## config.mk

```make
export PLATFORM = sky130hd
export DESIGN_NAME = sleep_wdt_ctrl
export DESIGN_NICKNAME = d
export VERILOG_FILES = /design/src/rtl/sleep_wdt_ctrl.sv
export SDC_FILE = /design/constraint.sdc
export NUM_CORES = 1
export LEC_CHECK = 0
export ABC_CLOCK_PERIOD_IN_PS = 1300
export CAP_MARGIN = 20
export CORE_MARGIN = 2
export CORE_UTILIZATION = 54
export CTS_CLUSTER_DIAMETER = 30
export DETAILED_ROUTE_END_ITERATION = 16
export DONT_BUFFER_PORTS = 1
export HOLD_SLACK_MARGIN = 0.15
export PLACE_DENSITY = 0.82
export SLEW_MARGIN = 20
export SYNTH_ARGS = -nofsm -noshare
export SYNTH_HDL_FRONTEND = slang
export SYNTH_SLANG_ARGS = --single-unit
```

## constraint.sdc

```tcl
create_clock -name clk -period 1.3 [get_ports clk]
set_input_delay 0.065 -clock clk [delete_from_list [all_inputs] [get_ports clk]]
set_output_delay 0.065 -clock clk [all_outputs]
set_load 0.05 [all_outputs]
```

## src/rtl/sleep_wdt_ctrl.sv

```systemverilog
module sleep_wdt_ctrl #(
  parameter int WDT_PERIOD = 256,
  parameter int POST_RATIO = 8
) (
  input  logic        clk,
  input  logic        rst_n,
  input  logic        wdt_tick,
  input  logic [15:0] instr_word,
  input  logic        clrwdt_req,
  input  logic        wake_req,
  output logic        core_clk_en,
  output logic [1:0]  q_phase,
  output logic        flag_to,
  output logic        flag_pd,
  output logic        wdt_expired
);
  localparam int CW = (WDT_PERIOD > 1) ? $clog2(WDT_PERIOD) : 1;
  localparam int PW = (POST_RATIO > 1) ? $clog2(POST_RATIO) : 1;
  localparam logic [15:0] SLEEP_OP = 16'h0003;

  logic [CW-1:0] wdt_cnt;
  logic [PW-1:0] post_cnt;
  logic          sleep_pend;

  wire sleep_exec  = core_clk_en && q_phase == 2'd2 && sleep_pend;
  wire sleep_go    = core_clk_en && q_phase == 2'd3 && sleep_pend;
  wire clr_req     = core_clk_en && clrwdt_req;
  wire wdt_clear   = sleep_exec || clr_req;
  wire cnt_last    = wdt_cnt == CW'(WDT_PERIOD - 1);
  wire post_last   = post_cnt == PW'(POST_RATIO - 1);
  wire timeout_evt = wdt_tick && !wdt_clear && cnt_last && post_last;

  always_ff @(posedge clk) begin
    if (!rst_n) begin
      wdt_cnt     <= '0;
      post_cnt    <= '0;
      wdt_expired <= 1'b0;
    end else begin
      wdt_expired <= timeout_evt;
      if (wdt_clear) begin
        wdt_cnt  <= '0;
        post_cnt <= '0;
      end else if (wdt_tick) begin
        wdt_cnt <= cnt_last ? '0 : wdt_cnt + 1'b1;
        if (cnt_last)
          post_cnt <= post_last ? '0 : post_cnt + 1'b1;
      end
    end
  end

  always_ff @(posedge clk) begin
    if (!rst_n) begin
      flag_to <= 1'b1;
      flag_pd <= 1'b1;
    end else if (sleep_exec) begin
      flag_to <= 1'b1;
      flag_pd <= 1'b0;
    end else if (clr_req) begin
      flag_to <= 1'b1;
      flag_pd <= 1'b1;
    end else if (timeout_evt) begin
      flag_to <= 1'b0;
    end
  end

  always_ff @(posedge clk) begin
    if (!rst_n) begin
      core_clk_en <= 1'b1;
      q_phase     <= 2'd0;
      sleep_pend  <= 1'b0;
    end else if (core_clk_en) begin
      q_phase <= q_phase + 2'd1;
      if (q_phase == 2'd0)
        sleep_pend <= instr_word == SLEEP_OP;
      if (sleep_go) begin
        core_clk_en <= 1'b0;
        sleep_pend  <= 1'b0;
      end
    end else if (timeout_evt || wake_req) begin
      core_clk_en <= 1'b1;
    end
  end

  AST_SLEEP_STATUS: assert property (@(posedge clk) disable iff (!rst_n)
    sleep_exec |=> flag_to && !flag_pd);
  AST_CLK_STOP: assert property (@(posedge clk) disable iff (!rst_n)
    sleep_go |=> !core_clk_en && q_phase == 2'd0);
  AST_PHASE_STEP: assert property (@(posedge clk) disable iff (!rst_n)
    core_clk_en |=> q_phase == 2'($past(q_phase) + 2'd1));
  AST_PHASE_FROZEN: assert property (@(posedge clk) disable iff (!rst_n)
    !core_clk_en |=> $stable(q_phase));
  AST_EXPIRE_TO: assert property (@(posedge clk) disable iff (!rst_n)
    timeout_evt |=> wdt_expired && !flag_to);
  AST_WDT_WAKE: assert property (@(posedge clk) disable iff (!rst_n)
    !core_clk_en && timeout_evt |=> core_clk_en && !flag_to);
  AST_EXT_WAKE: assert property (@(posedge clk) disable iff (!rst_n)
    !core_clk_en && wake_req && !timeout_evt |=> core_clk_en && $stable(flag_to) && $stable(flag_pd));
  AST_CLRWDT: assert property (@(posedge clk) disable iff (!rst_n)
    clr_req && !sleep_exec |=> flag_to && flag_pd && !wdt_expired);
  AST_CLR_WINS: assert property (@(posedge clk) disable iff (!rst_n)
    wdt_clear |=> !wdt_expired && flag_to);
endmodule

```

# [After elaboration in Yosys (flattened, before gate mapping)]
# Cells that the tools add are included.
[totals] reg_bits=18 inputBits=21 out_inout_bits=6
[classes] n_addsub=3 n_eq_ne=5 n_mux=9 n_bitwise=1 reduce_logical=18
[op_table] op="$eq 16x2->1 const B" n=1
[op_table] op="$add 8x1->8 const B" n=1
[op_table] op="$eq 8x8->1 const B" n=1
[op_table] op="$logic_and 1x1->1" n=8
[op_table] op="$mux 8" n=1
[op_table] op="$mux 1" n=7
[op_table] op="$eq 2x2->1 const B" n=2
[op_table] op="$reduce_and 2->1" n=2
[op_table] op="$reduce_bool 2->1" n=2
[op_table] op="$add 3x1->3 const B" n=1
[op_table] op="$eq 3x3->1 const B" n=1
[op_table] op="$mux 3" n=1
[op_table] op="$reduce_or 3->1" n=1
[op_table] op="$add 2x1->2 const B" n=1
[op_table] op="$logic_not 2->1" n=1
[op_table] op="$logic_or 1x1->1" n=2
[op_table] op="$reduce_or 2->1" n=1
[op_table] op="$logic_not 1->1" n=1
[op_table] op="$not 1->1" n=1

# [Logic depth before layout (Yosys ltp)]
[logic_depth] depth_word=11 depth_mapped=6 mapped_depth_nobuf=5

# [Worst setup path before layout]
# OpenSTA, ideal clock, no wires.
[synth_timing] path_type="register to register" from="register q_phase[0]" to="register wdt_cnt[5]" setup_ns=0.086 arrival_time_ns=1.596 required_ns=1.214 setup_slack_ns=-0.382 stages_incl_launch_ff=7 synth_period_minus_slack_ns=1.682 path_cell_list="dfxtp_1 -> inv_1 -> ha_1 -> a21oi_1 -> o21ai_0 -> buf_2 -> a211oi_1"
[synth_between] elab_chain_cells=5
[synth_lines] item="start: declaration" line="12" rtl="output logic [1:0] q_phase,"
[synth_lines] item="start signal: assignment" line="72" rtl="q_phase <= q_phase + 2'd1;"
[synth_lines] item="$eq 2x2->1" line="25" rtl="wire sleep_exec = core_clk_en && q_phase == 2'd2 && sleep_pend;"
[synth_lines] item="$logic_and 1x1->1 (2 in a row)" line="25"
[synth_lines] item="$logic_or 1x1->1" line="28" rtl="wire wdt_clear = sleep_exec || clr_req;"
[synth_lines] item="$reduce_or 2->1 (no source line)"
[synth_lines] item="end signal: assignment" line="44" rtl="wdt_cnt <= cnt_last ? '0 : wdt_cnt + 1'b1;"
[synth_lines] item="end: declaration" line="21" rtl="logic [CW-1:0] wdt_cnt;"
# No other way between the ends.
# A chain may end at the register's enable or synchronous reset.

# [Worst setup path in the final report]
[layout_timing] from="register wdt_cnt[1]" to="register wdt_cnt[6]"
[layout_between] elab_chain_cells=2 word_cells_on_any_way=3 classes_between="1 x add/sub; 1 x eq/ne; 1 x mux"
[layout_lines] item="$add 8x1->8 / $eq 8x8->1 (equally long branches)" line="44, 29"
[layout_lines] item="$mux 8 (*)" line="44"
# Mark *: on every way between the ends. The rest lies on a longest branch, timed or not.

==> run_results.csv <==
group,metric,value,unit
critical_path,arrival,1.61,ns
timing,fin_hold_ws,0.211,ns
clock_network,root_buffer,"clkbuf_4",
timing,period_share,107,%
route,drt_pass1_iterations,5,
placed_design,dpl-instance-area,1060,µm²
status,status,"complete, but fails checks",
power,power.density,770,nW/µm²
layout,multiInputGateArea,582,µm²
synthesis,synthTopCellsByCount,"dfxtp_1 (18), o21ai_0 (9), a21oi_1 (7)",
timing,fin_ws,-0.0882,ns
clock_network,cts_inserted_buffers,3,
synthesis,ys_types,34,
route,routed_via_density,7.07,
synthesis,ys_seq_area_share,39.5,%
layout,finalNetCount,160,
synthesis,ys_warn_count,0,
synthesis,synth.top_cell.area_share,39.5,%
synthesis,async_flop_share,0,%
grt,antenna_found_initial,0,
route,final_antenna_net_count,0,
placed_design,place_inst,123,
synthesis,yosysTopAreaCell,"dfxtp_1",
timing,finalSetupViolations,2,
route,drtIter0Drc,84,
synthesis,synth_area,913,µm²
grt,grt_pass1_wl,4380,µm
clock_network,clock_sink_count,18,
synthesis,synth_edf_count,0,
clock_network,cts_tree,"done",
floorplan,pin_count,27,
timing,max_freq,0.720,GHz
layout,final_area,1360,µm²
synthesis,ys.flop_type,"dfxtp_1",
critical_path,path_class,"reg -> reg",
route,num_vias,1047,
layout,antenna_cells,0,
timing,tns,-0.151,ns
layout,seqCellArea,375,µm²
route,routed_wirelength,3350,µm
route,drcViolationCount,0,
floorplan,initial_core_util,59.3,%
floorplan,core_area,1540,µm²
placed_design,gp_congestion,0.738,
grt,overflow,0,
layout,finalNonFillerCells,148,
status,violations,"setup timing",
hold_path,hold_path_class,"in -> reg",
timing,rsz0062_at_grt,"true",
power,p_total,1.05,mW
layout,fill_cells,72,
power,p_leak,0.539,nW
layout,final_layout_size_suffix_gt1_share,31.8,%
power,ir_drop,587,µV
timing,min_period,1.39,ns
grt,grt_pass1_vias,961,
placed_design,port_buffers,0,
clock_network,htreeDepth,1,
clock_network,clock_latency,0.30,ns
run,maxCapViolCount,0,
timing,max-slew-margin-rel,68.4,%
critical_path,crit_fanout,5,
floorplan,die_area,2040,µm²
critical_path,critPathLaunchType,"register",
floorplan,die_h,45.1,µm
synthesis,synthTopCellsByArea,"dfxtp_1 (39%), ha_1 (8.2%), o21ai_0 (4.9%)",
clock_network,post_cts_buffers,0,
placed_design,dp_hpwl,1390,µm
floorplan,die_w,45.1,µm
clock_network,clk_path_buf_depth,2,
floorplan,num_rows,14,
clock_network,clk_pin_slew,0.10,ns
grt,grt_usage,30.4,%
critical_path,path_cells,"ha_4, buf_4, nand3_1, or3_1, a21oi_1",
timing,tightest_slew,0.473,ns
grt,grt_max_degree,14,
synthesis,synth_nets,126,
timing,hold_viol,0,
critical_path,max_stage_delay,0.40,ns
synthesis,syn_area_per_cell,9.23,µm²
critical_path,crit_required,1.52,ns
layout,areaGrowthSynthToFinish,49.3,%
synthesis,synth.most_common_cell,"dfxtp_1",
timing,fin_worst_skew,0.0118,ns
timing,drv_slew,0,
route,wire_per_inst,22.7,µm
critical_path,cpMaxStageDelayCell,"dfxtp_2",
synthesis,syn_inst,99,
synthesis,synth_seq_cells,18,
critical_path,end_kind,"register",
## repair_timing
item | 4_1_cts | 5_1_grt
endpoints found under the hold margin | 18 | 0
resized for setup | 3 | 14
pin swaps | 0 | 3
gates cloned | 0 | 1
endpoints found under the setup margin | 1 | 10
hold buffers | 20 | 0
## state kept, by name (all words and copies together) (netlist names)
signal,count
flag_pd,1
q_phase,2
wdt_expired,1
post_cnt,3
wdt_cnt,8
sleep_pend,1
core_clk_en,1
flag_to,1
## placed cells by master, fill, tap and decap left out, types with 3 or more instances in the layout
master,count
a21oi_1,6
dlygate4sd3_1,19
nand3_1,6
buf_4,13
xor2_1,3
o21ai_0,7
inv_1,3
clkbuf_4,3
ha_4,4
dfxtp_2,6
nand4_1,3
nor2_1,5
a21o_1,3
dfxtp_1,10
## critical path, delay by kind of cell (launching register included)
family          cells  cell delay (ns)
compound gates      1             0.18
fa+ha+maj           1             0.19
buf+inv             1             0.12
flops               1             0.40
simple gates        2             0.44
## cells by family after synthesis
logic type                 count (synthesis)  share of synthesized area, %
AOI/OAI and AO/OA                         26                          17.1
xor gates and xnor gates                   4                          3.84
DFF                                       18                          39.5
adders and majority gates                  6                          8.22
and+or+nand+nor                           33                          23.6
muxes                                      2                          2.19
buffers and inverters                     10                          5.62
## power breakdown
part / internal, mW / total [mW] / switching [mW]
sequential: 0.560 / 0.571 / 0.0116
clock: 0.112 / 0.301 / 0.189
combinational: 0.0890 / 0.178 / 0.0889
## routing by layer
metal / global-route usage (%) / part of all wire (%) / wire length [µm] / up-vias
li1: - / - / - / 438
met1: 33.7 / 33 / 1120 / 474
met2: 54.6 / 49 / 1640 / 102
met3: 4.80 / 10 / 341 / 33
met4: 16.5 / 7.4 / 247 / 0
met5: 0 / 0 / 0 / -
## per-stage QoR
step	setup WS, ns	util [%]
final	-0.0882	88.5
after global routing	-0.143	88.5
after CTS	-0.0467	84.2
after detailed placement	-0.0457	68.7
after global placement	-0.0102	68.7
after floorplan	0.00155	-
## path summary, 6_finish.rpt
check,startpoint,to,slack (ns),cells past startpoint
max,wdt_cnt[1]$_SDFFE_PP0P_,wdt_cnt[6]$_SDFFE_PP0P_,-0.09,5
min,wdt_tick,wdt_cnt[5]$_SDFFE_PP0P_,0.21,3
max reg2reg,wdt_cnt[1]$_SDFFE_PP0P_,wdt_cnt[6]$_SDFFE_PP0P_,-0.09,5
min reg2reg,flag_to$_SDFFE_PP1P_,flag_to$_SDFFE_PP1P_,0.47,1
## layout make-up
| cell class | count | share of cell area, % |
|---|---|---|
| Clock inverter | 1 | 0.275 |
| Multi-Input combinational cell | 71 | 42.7 |
| Sequential cell | 18 | 27.5 |
| Timing Repair Buffer | 35 | 25.3 |
| Inverter | 4 | 1.10 |
| Clock buffer | 3 | 1.65 |
| Tap cell | 16 | 1.47 |
Note: power is estimated with default switching activity, not from simulation.
